**config.mk**
```make
export PLATFORM = sky130hd
export DESIGN_NAME = ddr_strobe_timer
export DESIGN_NICKNAME = d
export VERILOG_FILES = /design/src/rtl/ddr_strobe_pkg.sv /design/src/rtl/strobe_shift_line.sv /design/src/rtl/strobe_span_stretch.sv /design/src/rtl/ddr_strobe_timer.sv
export SDC_FILE = /design/constraint.sdc
export NUM_CORES = 1
export LEC_CHECK = 0
export BUFFER_PORTS_ARGS = -buffer_cell sky130_fd_sc_hd__buf_4
export CORE_AREA = 4 4 41 43
export DETAILED_ROUTE_END_ITERATION = 6
export DIE_AREA = 0 0 45 47
export PLACE_DENSITY = 0.48
export SLEW_MARGIN = 20
export SYNTH_ARGS = -nofsm -noshare
export SYNTH_HDL_FRONTEND = slang
export SYNTH_HIERARCHICAL = 1
export SYNTH_SLANG_ARGS = --single-unit
```
**constraint.sdc**
```tcl
create_clock -name clk -period 1 [get_ports clk]
set_input_delay 0 -clock clk [delete_from_list [all_inputs] [get_ports clk]]
set_output_delay 0 -clock clk [all_outputs]
set_load 0.02 [all_outputs]
```
**src/rtl/ddr_strobe_pkg.sv**
```systemverilog
package ddr_strobe_pkg;

  typedef enum bit {
    MEM_DDR  = 1'b0,
    MEM_DDR2 = 1'b1
  } mem_kind_e;

  // burst length in clock cycles: two beats per clock
  function automatic int unsigned burst_cycles(input int unsigned beats);
    return (beats < 2) ? 1 : beats / 2;
  endfunction

  // one cycle for every enabled pipeline option
  function automatic int unsigned option_delay(input bit cmd_pipe, input bit reg_dimm,
                                               input bit dp_pipe);
    return 32'(cmd_pipe) + 32'(reg_dimm) + 32'(dp_pipe);
  endfunction

  // distance from capture window to user-side valid window
  function automatic int unsigned valid_lag(input int unsigned resync, input bit reclock,
                                            input int unsigned inter);
    return 4 + resync + 32'(reclock) + inter;
  endfunction

  // extra write offset beyond the option delay
  function automatic int unsigned write_lead(input mem_kind_e kind, input int unsigned cas);
    return (kind == MEM_DDR2 && cas >= 2) ? cas - 2 : 0;
  endfunction

endpackage

```
**src/rtl/strobe_shift_line.sv**
```systemverilog
module strobe_shift_line #(
  parameter int unsigned DEPTH = 1
) (
  input  logic clk,
  input  logic rst_n,
  input  logic din,
  output logic dout
);
  generate
    if (DEPTH == 0) begin : g_through
      assign dout = din;
    end else begin : g_line
      logic [DEPTH-1:0] stg;
      always_ff @(posedge clk) begin
        if (!rst_n) begin
          stg <= '0;
        end else begin
          stg[0] <= din;
          for (int k = 1; k < DEPTH; k++) stg[k] <= stg[k-1];
        end
      end
      assign dout = stg[DEPTH-1];
    end
  endgenerate
endmodule

```
**src/rtl/strobe_span_stretch.sv**
```systemverilog
module strobe_span_stretch #(
  parameter int unsigned SPAN = 2
) (
  input  logic clk,
  input  logic rst_n,
  input  logic launch,
  output logic active
);
  generate
    if (SPAN <= 1) begin : g_single
      assign active = launch;
    end else begin : g_hist
      localparam int unsigned HW = SPAN - 1;
      logic [HW-1:0] hist;
      always_ff @(posedge clk) begin
        if (!rst_n) begin
          hist <= '0;
        end else begin
          hist[0] <= launch;
          for (int k = 1; k < int'(HW); k++) hist[k] <= hist[k-1];
        end
      end
      assign active = launch | (|hist);
    end
  endgenerate
endmodule

```
**src/rtl/ddr_strobe_timer.sv**
```systemverilog
module ddr_strobe_timer
  import ddr_strobe_pkg::*;
#(
  parameter mem_kind_e   MEM_KIND     = MEM_DDR2,
  parameter int unsigned CAS_LAT      = 4,
  parameter int unsigned BURST_BEATS  = 4,
  parameter bit          CMD_PIPE     = 1'b1,
  parameter bit          REG_DIMM     = 1'b0,
  parameter bit          DP_PIPE      = 1'b0,
  parameter int unsigned RESYNC_CYC   = 2,
  parameter bit          RECLOCK      = 1'b1,
  parameter int unsigned INTER_STAGES = 0
) (
  input  logic clk,
  input  logic rst_n,
  input  logic rd_cmd,
  input  logic wr_cmd,
  output logic rd_active,
  output logic rd_valid,
  output logic wr_active
);
  localparam int unsigned BURST_CYC = burst_cycles(BURST_BEATS);
  localparam int unsigned OPT_DLY   = option_delay(CMD_PIPE, REG_DIMM, DP_PIPE);
  localparam int unsigned VALID_LAG = valid_lag(RESYNC_CYC, RECLOCK, INTER_STAGES);
  localparam int unsigned WR_DLY    = OPT_DLY + write_lead(MEM_KIND, CAS_LAT);

  // named launch events: first cycle of each delayed burst
  logic rd_launch;
  logic wr_launch;

  // read path: option delay, then burst stretch
  strobe_shift_line #(.DEPTH(OPT_DLY)) u_rd_line (
    .clk(clk), .rst_n(rst_n), .din(rd_cmd), .dout(rd_launch)
  );
  strobe_span_stretch #(.SPAN(BURST_CYC)) u_rd_span (
    .clk(clk), .rst_n(rst_n), .launch(rd_launch), .active(rd_active)
  );

  // valid path: same source as capture window, further delayed
  strobe_shift_line #(.DEPTH(VALID_LAG)) u_valid_line (
    .clk(clk), .rst_n(rst_n), .din(rd_active), .dout(rd_valid)
  );

  // write path: option delay plus memory-kind write latency offset
  strobe_shift_line #(.DEPTH(WR_DLY)) u_wr_line (
    .clk(clk), .rst_n(rst_n), .din(wr_cmd), .dout(wr_launch)
  );
  strobe_span_stretch #(.SPAN(BURST_CYC)) u_wr_span (
    .clk(clk), .rst_n(rst_n), .launch(wr_launch), .active(wr_active)
  );
endmodule

```
==> run metrics, run 1 <==
status finished, final reports clean; logic gate share of total power 5.2%; # rows 13; Power, Total around 0.89 mW; Hold Path Stages 2; Setup Viol. Count Final 0; critical path class register to output pin; count of cell types in the netlist 3; IO Count 7; switching portion of total power 19.8%; FF+latch count, synth 13; vias in the first global route 210; worst IR drop on VDD 0.743 mV; Syn Area/Cell 12.6 um2; Worst path slowest cell dfxtp_1; worst reg2reg path endpoint u_valid_line/g_line.stg[0]; root buf cell clkbuf_4; Synth area leaders dfxtp_1 (73%), and2_1 (23%), or2_1 (3.5%); clock latency on the worst-skew pair 270 ps; ant diodes 0; Util after Layout 35.7%; Max-Slew Margin vs Limit between 90% and 100%; Routed WL per cell a little over 8 um; Required @ worst endpoint 1000 ps; worst slew pin tran approximately 90 ps; Setup crit end rd_active; Worst-path clk slew 70 ps; Area Overhead vs Synth 31.1%; WP data arrival 960 ps; die height 47 um; Reg2Reg Depth 2; Max Freq 1.05 GHz; unrepaired setup endpoints after global routing false; instance count on the critical path 2; Final Hold Viols 0; Pre-antenna DRT Iters 1; Clock power frac 34.6%; Synthesized Nets 32; max-cap check violation count 0; Synth top area share 73.5%; largest net degree at the start of global routing 14; initial core utilization 27.2%; register share of total power between 60% and 70%; hold buffers post-CTS 2; TNS Setup 0 ps; CP max stage delay approximately 300 ps; post-layout min period between 900 and 1000 ps; hold path start rst_n; clk sink count 13; Port Buf Inserts 6; Synth Cell Area 354 um2; PwrDens 1920 nW/um2; synth warn 6; cts repair resizes 0; Fill cells 141; grt ovf 0; register area share after synthesis between 70% and 80%; multi-input logic area 93.8 um2; initial drt markers 0; Pint 0.714 mW; Num CTS Buffers 3; share of cells above drive strength 1 22.5%; Final nets 45; Hold Crit Class input pin to register; CP Capture Type output pin; crit path cell chain or2_1, buf_4; Psw 0.176 mW; first-pass GRT wire length 724 um; H-tree Lvls 1; drc violations 0; via count between 200 and 250; Crit Path Max Fanout 2; CTS tree done; Max Transition Viols Final 0; core area 1300 um2; Worst Setup SP u_rd_span/g_hist.hist; Yosys top cell by area dfxtp_1; Die Area between 2000 and 2500 um2; Crit path max-delay family flip-flops; postcts setup bufs 0; Total GRT Usage 5.24%; Die W 45 um; Post-DRT Antenna Nets 0; worst path bufs/invs 1; FF+latch area 260 um2; Static Leak 0.206 nW; Vias/cell between 3 and 4; CP Launch Type register; clock buffer depth 2; final wirelength 450 um; reg-to-reg slack, setup 210 ps; Max Clock Skew 2.35 ps; crit share post-route 95.7%; gpl congestion 0.595; post-synthesis cell count 28; initial antenna violation count 0; worst r2r src u_rd_span/g_hist.hist
## cells in the mapped netlist
cell / number
and2_1: 13
dfxtp_1: 13
or2_1: 2
## cells by family after synthesis
logic type	after synthesis	synth area share, %
flip-flops	13	73.5
AND/OR/NAND/NOR	15	26.5
## stage by stage
step                instances  setup WS, ps  hold WS (ps)  cell area (um2)
finish                     55          43.2          12.6              464
global route               55          16.1          29.9              464
CTS                        55          27.6          9.78              464
detailed placement         49           220           205              418
global placement           49           245           206              418
floorplan                  28           133           122              354
## area by class of cell
cell class | count | area share [%]
tap | 15 | 4.04
timing repair buffer | 8 | 14.0
sequential | 13 | 56.1
clock buffer | 4 | 5.66
multi-input combinational | 15 | 20.2
## worst min path at each step
stage | endpoint | slack (ps)
2_1_floorplan | u_rd_line/dout | 120
3_3_place_gp | u_rd_line/dout | 210
3_5_place_dp | u_rd_line/dout | 210
4_1_cts | u_rd_line/dout | 10
5_1_grt | u_valid_line/g_line.stg[4] | 30
6_report | u_wr_line/g_line.stg[2] | 10
## power by group through the flow
stage | registers [mW] | clock network (mW) | logic (mW)
after floorplan | 0.547 | 0 | 0.0189
final | 0.535 | 0.308 | 0.0465
after CTS | 0.536 | 0.326 | 0.0477
after global routing | 0.537 | 0.334 | 0.0513
after detailed placement | 0.548 | 0 | 0.0412
after global placement | 0.547 | 0 | 0.0398
## sequential cells by signal, summed over array words and instances (netlist names)
register / flops
u_rd_line/dout: 1
u_rd_span/g_hist.hist: 1
u_wr_line/g_line.stg: 3
u_wr_span/g_hist.hist: 1
u_valid_line/g_line.stg: 7
## layout by cell type (no fill, tap or decap)
cell type / instances
dfxtp_1: 13
dlygate4sd3_1: 2
buf_4: 6
and2_1: 13
clkbuf_4: 3
clkbuf_1: 1
or2_1: 2
## routing by layer
metal / global-route usage, % / share of wire [%]
met3: 2.30 / 8.0
met2: 6.78 / 44
met4: 7.02 / 0
met1: 5.54 / 48
met5: 0 / 0
(Power assumes the default switching activity.)
==> run 2: changes to the inputs <==
--- a/config.mk
+++ b/config.mk
@@ -7,6 +7,7 @@
 export LEC_CHECK = 0
 export BUFFER_PORTS_ARGS = -buffer_cell sky130_fd_sc_hd__buf_4
 export CORE_AREA = 4 4 41 43
+export CTS_BUF_LIST = sky130_fd_sc_hd__clkbuf_4
 export DETAILED_ROUTE_END_ITERATION = 6
 export DIE_AREA = 0 0 45 47
 export PLACE_DENSITY = 0.48
==> run 2 against run 1 <==
Effect of this change: worst setup slack worse by 0.78 ps; first-iteration DRC count increased by 1; register-to-register slack about the same; clock-buffer cell count stayed put; flip-flop and latch count stayed put; sequential share of layout area fell by 0.45 points; critical path depth is the same; largest cell class unchanged.
==> run metrics, run 2 (synthesis gave the netlist of run 1 again) <==
Hold Crit Class input pin to register; Crit path max-delay family flip-flops; die height 47 um (unchanged); Max Transition Viols Final 0 (unchanged); grt ovf 0 (unchanged); WP data arrival 960 ps (about the same); WHS 11.5 ps (-1.03 ps); Required @ worst endpoint 1000 ps (about the same); reg-to-reg slack, setup 220 ps (about the same); root buf cell clkbuf_4; initial drt markers 1 (+1); # rows 13 (unchanged); Static Leak 0.209 nW (+1.7%); CTS tree done; most flop-heavy register u_valid_line/g_line.stg; core area 1300 um2 (unchanged); Final nets 45 (unchanged); Die W 45 um (unchanged); CP Capture Type output pin; initial core utilization 27.2% (unchanged); unrepaired setup endpoints after global routing false; Die Area 2120 um2 (unchanged); critical path class register to output pin; largest net degree at the start of global routing 14 (unchanged); Vias/cell 3.75 (-0.48%); crit path cell chain or2_1, buf_4; Max Freq 1.04 GHz (about the same); H-tree Lvls 1 (unchanged); clock latency on the worst-skew pair 270 ps (about the same); Worst-path clk slew 70 ps (about the same); worst slew pin tran 90.7 ps (+0.255 ps); clock buffer depth 2 (unchanged); Crit Path Max Fanout 2 (unchanged); CP max stage delay 300 ps (about the same); Setup Viol. Count Final 0 (unchanged); Area Overhead vs Synth 32.2%; commonest non-fill, non-tap cells in the layout and2_1 (13), dfxtp_1 (13), buf_4 (6); Port Buf Inserts 6 (unchanged); largest registers u_valid_line/g_line.stg: 7 flops, u_wr_line/g_line.stg: 3 flops; Post-DRT Antenna Nets 0 (unchanged); via count 206 (-0.48%); crit share post-route 95.8% (about the same); ant diodes 0 (unchanged); max-cap check violation count 0 (unchanged); post-layout min period 958 ps (+0.783 ps); Max-Slew Margin vs Limit 94.0% (about the same); max reg flops 7 (unchanged); worst IR drop on VDD 0.753 mV (+1.4%); share of cells above drive strength 1 25.0% (+2.5 points); gpl congestion 0.595 (unchanged); final wirelength 460 um (+2.2%); postcts setup bufs 0 (unchanged); Fill cells 142 (+0.71%); Total GRT Usage 5.32% (+0.075 points); Worst path slowest cell dfxtp_1; Pre-antenna DRT Iters 2 (+1); clk sink count 13 (unchanged); drc violations 0 (unchanged); worst path bufs/invs 1 (unchanged); initial antenna violation count 0 (unchanged); IO Count 7 (unchanged); PwrDens 1970 nW/um2 (+2.7%); Final Hold Viols 0 (unchanged); vias in the first global route 197 (-6.2%); status finished, final reports clean; TNS Setup 0 ps (unchanged); Max Clock Skew 0.461 ps (-1.89 ps); first-pass GRT wire length 710 um (-1.9%); CP Launch Type register; Routed WL per cell 8.36 um (+2.2%); Num CTS Buffers 3 (unchanged)
[run 2: timing repair]
action | 4_1_cts | 5_1_grt
gates resized for setup | 0 | 0
hold endpoints to repair | 2 | 0
hold buffers | 2 | 0
[run 2: final cells by class]
class	count	area (um2)	area share, %
sequential	13	260	55.6
timing repair buffer	8	65.1	13.9
multi-input combinational	15	93.8	20.1
clock buffer	4	30.0	6.42
tap	15	18.8	4.01
[run 2: per-stage QoR]
step | total power [mW] | setup WS, ps | std cells | instance area (um2) | util (%)
6_report | 0.922 | 42.4 | 55 | 468 | 36.0
5_1_grt | 0.951 | 15.2 | 55 | 468 | 36.0
4_1_cts | 0.936 | 27.6 | 55 | 468 | 36.0
3_5_place_dp | 0.589 | 220 | 49 | 418 | 32.1
3_3_place_gp | 0.587 | 245 | 49 | 418 | 32.1
2_1_floorplan | 0.566 | 133 | 28 | 354 | -
[run 2: report_power, final]
part / switching, mW / internal [mW] / leakage [nW]
clock: 0.159 / 0.181 / 0.0184
sequential: 0.00301 / 0.532 / 0.106
combinational: 0.0190 / 0.0275 / 0.0847
[run 2: worst paths after layout]
| check | start | to | cells after the start |
|---|---|---|---|
| setup / recovery | u_rd_span/g_hist.hist | rd_active | 2 |
| hold / removal | rst_n | u_valid_line/g_line.stg[4] | 2 |
| setup reg to reg | u_rd_span/g_hist.hist | u_valid_line/g_line.stg[0] | 2 |
| hold reg to reg | u_wr_line/g_line.stg[1] | u_wr_line/g_line.stg[2] | 1 |
[run 2: metal layers]
layer  part of all wire, %  global-route usage, %  vias up
met5                     0                      0        -
met4                   1.7                   8.77        0
met3                   8.7                   2.30        2
met2                    41                   6.21        6
met1                    48                   5.53       91
li1                      -                      -      107
[run 2: worst reg2reg max path, delay by kind of cell (launching register included)]
family	cells	cell delay, ps
AND/OR/NAND/NOR	2	390
flip-flops	1	300
==> run 3: changes to the inputs <==
--- a/config.mk
+++ b/config.mk
@@ -10,9 +10,8 @@
 export CTS_BUF_LIST = sky130_fd_sc_hd__clkbuf_4
 export DETAILED_ROUTE_END_ITERATION = 6
 export DIE_AREA = 0 0 45 47
-export PLACE_DENSITY = 0.48
+export PLACE_DENSITY = 0.5
 export SLEW_MARGIN = 20
 export SYNTH_ARGS = -nofsm -noshare
 export SYNTH_HDL_FRONTEND = slang
-export SYNTH_HIERARCHICAL = 1
 export SYNTH_SLANG_ARGS = --single-unit
==> run 3 against run 2 <==
Effect of this change: design area up 7.2%; flip-flop and latch count is the same; combinational power grew 25%; maximum frequency up 0.67%; critical path depth did not move; cell count up 1.8%; sequential share of layout area down 3.2 points.
==> run metrics, run 3 <==
grt ovf 0 (unchanged); Crit path max-delay family flip-flops; post-layout min period 951 ps (-6.37 ps); Clock power frac 36.1% (-0.8 points); TNS Setup 0 ps (unchanged); commonest non-fill, non-tap cells in the layout dfxtp_1 (11), and2_2 (8), buf_4 (5); critical path class register to output pin; Syn Area/Cell 13.0 um2 (+2.7%); Total GRT Usage 5.82% (+0.50 points); Post-DRT Antenna Nets 0 (unchanged); WP data arrival 950 ps (about the same); Pint 0.752 mW (+1.5%); unrepaired setup endpoints after global routing false; design area 502 um2 (+7.2%); Die Area 2120 um2 (unchanged); commonest non-fill, non-tap cell in the layout dfxtp_1; Setup Viol. Count Final 0 (unchanged); logic gate share of total power 6.2% (+1.2 points); crit share post-route 95.1% (-0.64 points); Final nets 46 (+2.2%); worst path bufs/invs 1 (unchanged); worst IR drop on VDD 0.636 mV (-16%); register area share after synthesis 69.1% (-4.4 points); share of cells above drive strength 1 56.1% (+31 points); ant diodes 0 (unchanged); switching portion of total power 19.2% (-0.42 points); max-cap check violation count 0 (unchanged); Psw 0.179 mW (-1.1%); max reg flops 7 (unchanged); initial drt markers 0 (-1); Util after Layout 38.6% (+2.6 points); status finished, final reports clean; core area 1300 um2 (unchanged); die height 47 um (unchanged); most flop-heavy register u_valid_line.g_line.stg; register share of total power 57.7% (-0.3 points); most instantiated cells after synthesis dfxtp_1 (13), and2_2 (8), and2_1 (4); root buf cell clkbuf_4; Max Clock Skew 3.73 ps (+3.27 ps); synth warn 0 (-6); Synthesized Nets 33 (+3.1%); PwrDens 1860 nW/um2 (-5.8%); Area Overhead vs Synth 33.2%; Die W 45 um (unchanged); worst slew pin tran 92.1 ps (+1.39 ps); Synth Cell Area 377 um2 (+6.4%); Max Freq 1.05 GHz (+0.67%); post-synthesis cell count 29 (+3.6%); Max-Slew Margin vs Limit 93.9% (about the same); clk sink count 13 (unchanged); vias in the first global route 203 (+3.0%); Pre-antenna DRT Iters 1 (-1); drc violations 0 (unchanged); Vias/cell 3.91 (+4.4%); first-pass GRT wire length 800 um (+13%); ys async rst share 0% (unchanged); # rows 13 (unchanged); via count 219 (+6.3%); Num CTS Buffers 3 (unchanged); Static Leak 0.223 nW (+6.8%); CP Capture Type output pin; gpl congestion 0.548 (-8.0%); Yosys top cell by area dfxtp_1; Area after DPL 429 um2 (+2.7%); clock buffer depth 2 (unchanged); largest net degree at the start of global routing 14 (unchanged); Crit Path Max Fanout 2 (unchanged); WHS 11.3 ps (-0.278 ps); Synth area leaders dfxtp_1 (69%), and2_2 (16%), and2_1 (6.6%); Synth top area share 69.1% (-4.4 points); count of cell types in the netlist 6 (+3); initial core utilization 28.9% (+1.7 points); Routed WL per cell 8.25 um (-1.4%); Final Hold Viols 0 (unchanged); largest registers u_valid_line.g_line.stg: 7 flops, u_wr_line.g_line.stg: 3 flops; CP max stage delay 320 ps (+20 ps); Worst path slowest cell dfxtp_2; Hold Crit Class input pin to register; final wirelength 462 um (+0.43%); Port Buf Inserts 6 (unchanged); FF+latch count, synth 13 (unchanged); IO Count 7 (unchanged); clock latency on the worst-skew pair 270 ps (about the same); crit path cell chain or2_4, buf_6; CP Launch Type register; Synth Flop Type dfxtp_1; Required @ worst endpoint 1000 ps (about the same); CTS tree done; H-tree Lvls 1 (unchanged); Max Transition Viols Final 0 (unchanged); initial antenna violation count 0 (unchanged); Worst-path clk slew 80 ps (about the same); most frequent cell after synthesis dfxtp_1; EDFF count, synth 0 (unchanged); Power, Total 0.931 mW (+1.0%)
-- run 3: cell types whose count changed after synthesis --
cell / change
and2_1: -9
and2_2: +8
buf_6: +1
o21a_1: +1
or2_1: -2
or2_2: +2
-- run 3: path summary, 6_finish.rpt --
path                                            startpoint                          to  slack [ps]  cells past startpoint
worst max-delay path                        u_rd_line.dout                   rd_active          50                      2
worst max register to register              u_rd_line.dout  u_valid_line.g_line.stg[0]         280                      2
worst min-delay path                                 rst_n              u_rd_line.dout          10                      2
worst min register to register  u_valid_line.g_line.stg[5]  u_valid_line.g_line.stg[6]         450                      1
-- run 3: what timing repair did --
action	in CTS	in global routing
endpoints found under the hold margin	2	0
resized for setup	6	0
endpoints found under the setup margin	2	0
setup buffers	1	0
hold buffers	2	0
-- run 3: layout make-up --
type / instances / area [um2]
Clock buffer: 4 / 30.0
Fill cell: 140 / 800
Multi-Input combinational cell: 15 / 110
Sequential cell: 13 / 263
Tap cell: 15 / 18.8
Timing Repair Buffer: 9 / 80.1
-- run 3: per-stage QoR --
stage          setup slack [ps]  std cells
4_1_cts                    32.9         56
5_1_grt                    7.57         56
3_5_place_dp                256         49
3_3_place_gp                272         49
6_report                   48.8         56
2_1_floorplan               366         29
-- run 3: cells by family after synthesis --
kind of cell	count (synthesis)	share of synthesized area, %
AO/OA/AOI/OAI	1	1.99
flip-flops	13	69.1
buffers and inverters	1	2.99
AND/OR/NAND/NOR	14	25.9
-- run 3: per-layer routing --
metal  track usage (%)  wire (um)  part of all wire, %  vias to the layer above
met5                 0          0                    0                        -
met1              6.29        193                   42                      101
li1                  -          -                    -                      112
met4              7.02          0                    0                        0
met3              2.30         34                  7.4                        0
met2              7.91        234                   51                        6
-- run 3: power by group through the flow --
| stage | clock network, mW | registers, mW | logic [mW] |
|---|---|---|---|
| global placement | 0 | 0.548 | 0.0417 |
| global route | 0.372 | 0.539 | 0.0646 |
| finish | 0.336 | 0.537 | 0.0581 |
| floorplan | 0 | 0.547 | 0.0277 |
| CTS | 0.354 | 0.537 | 0.0594 |
| detailed placement | 0 | 0.549 | 0.0434 |
-- run 3: worst reg2reg max path, delay by kind of cell (launching register included) --
kind | cells | cell delay (ps)
flip-flops | 1 | 320
AO/OA/AOI/OAI | 1 | 170
buffers and inverters | 1 | 120
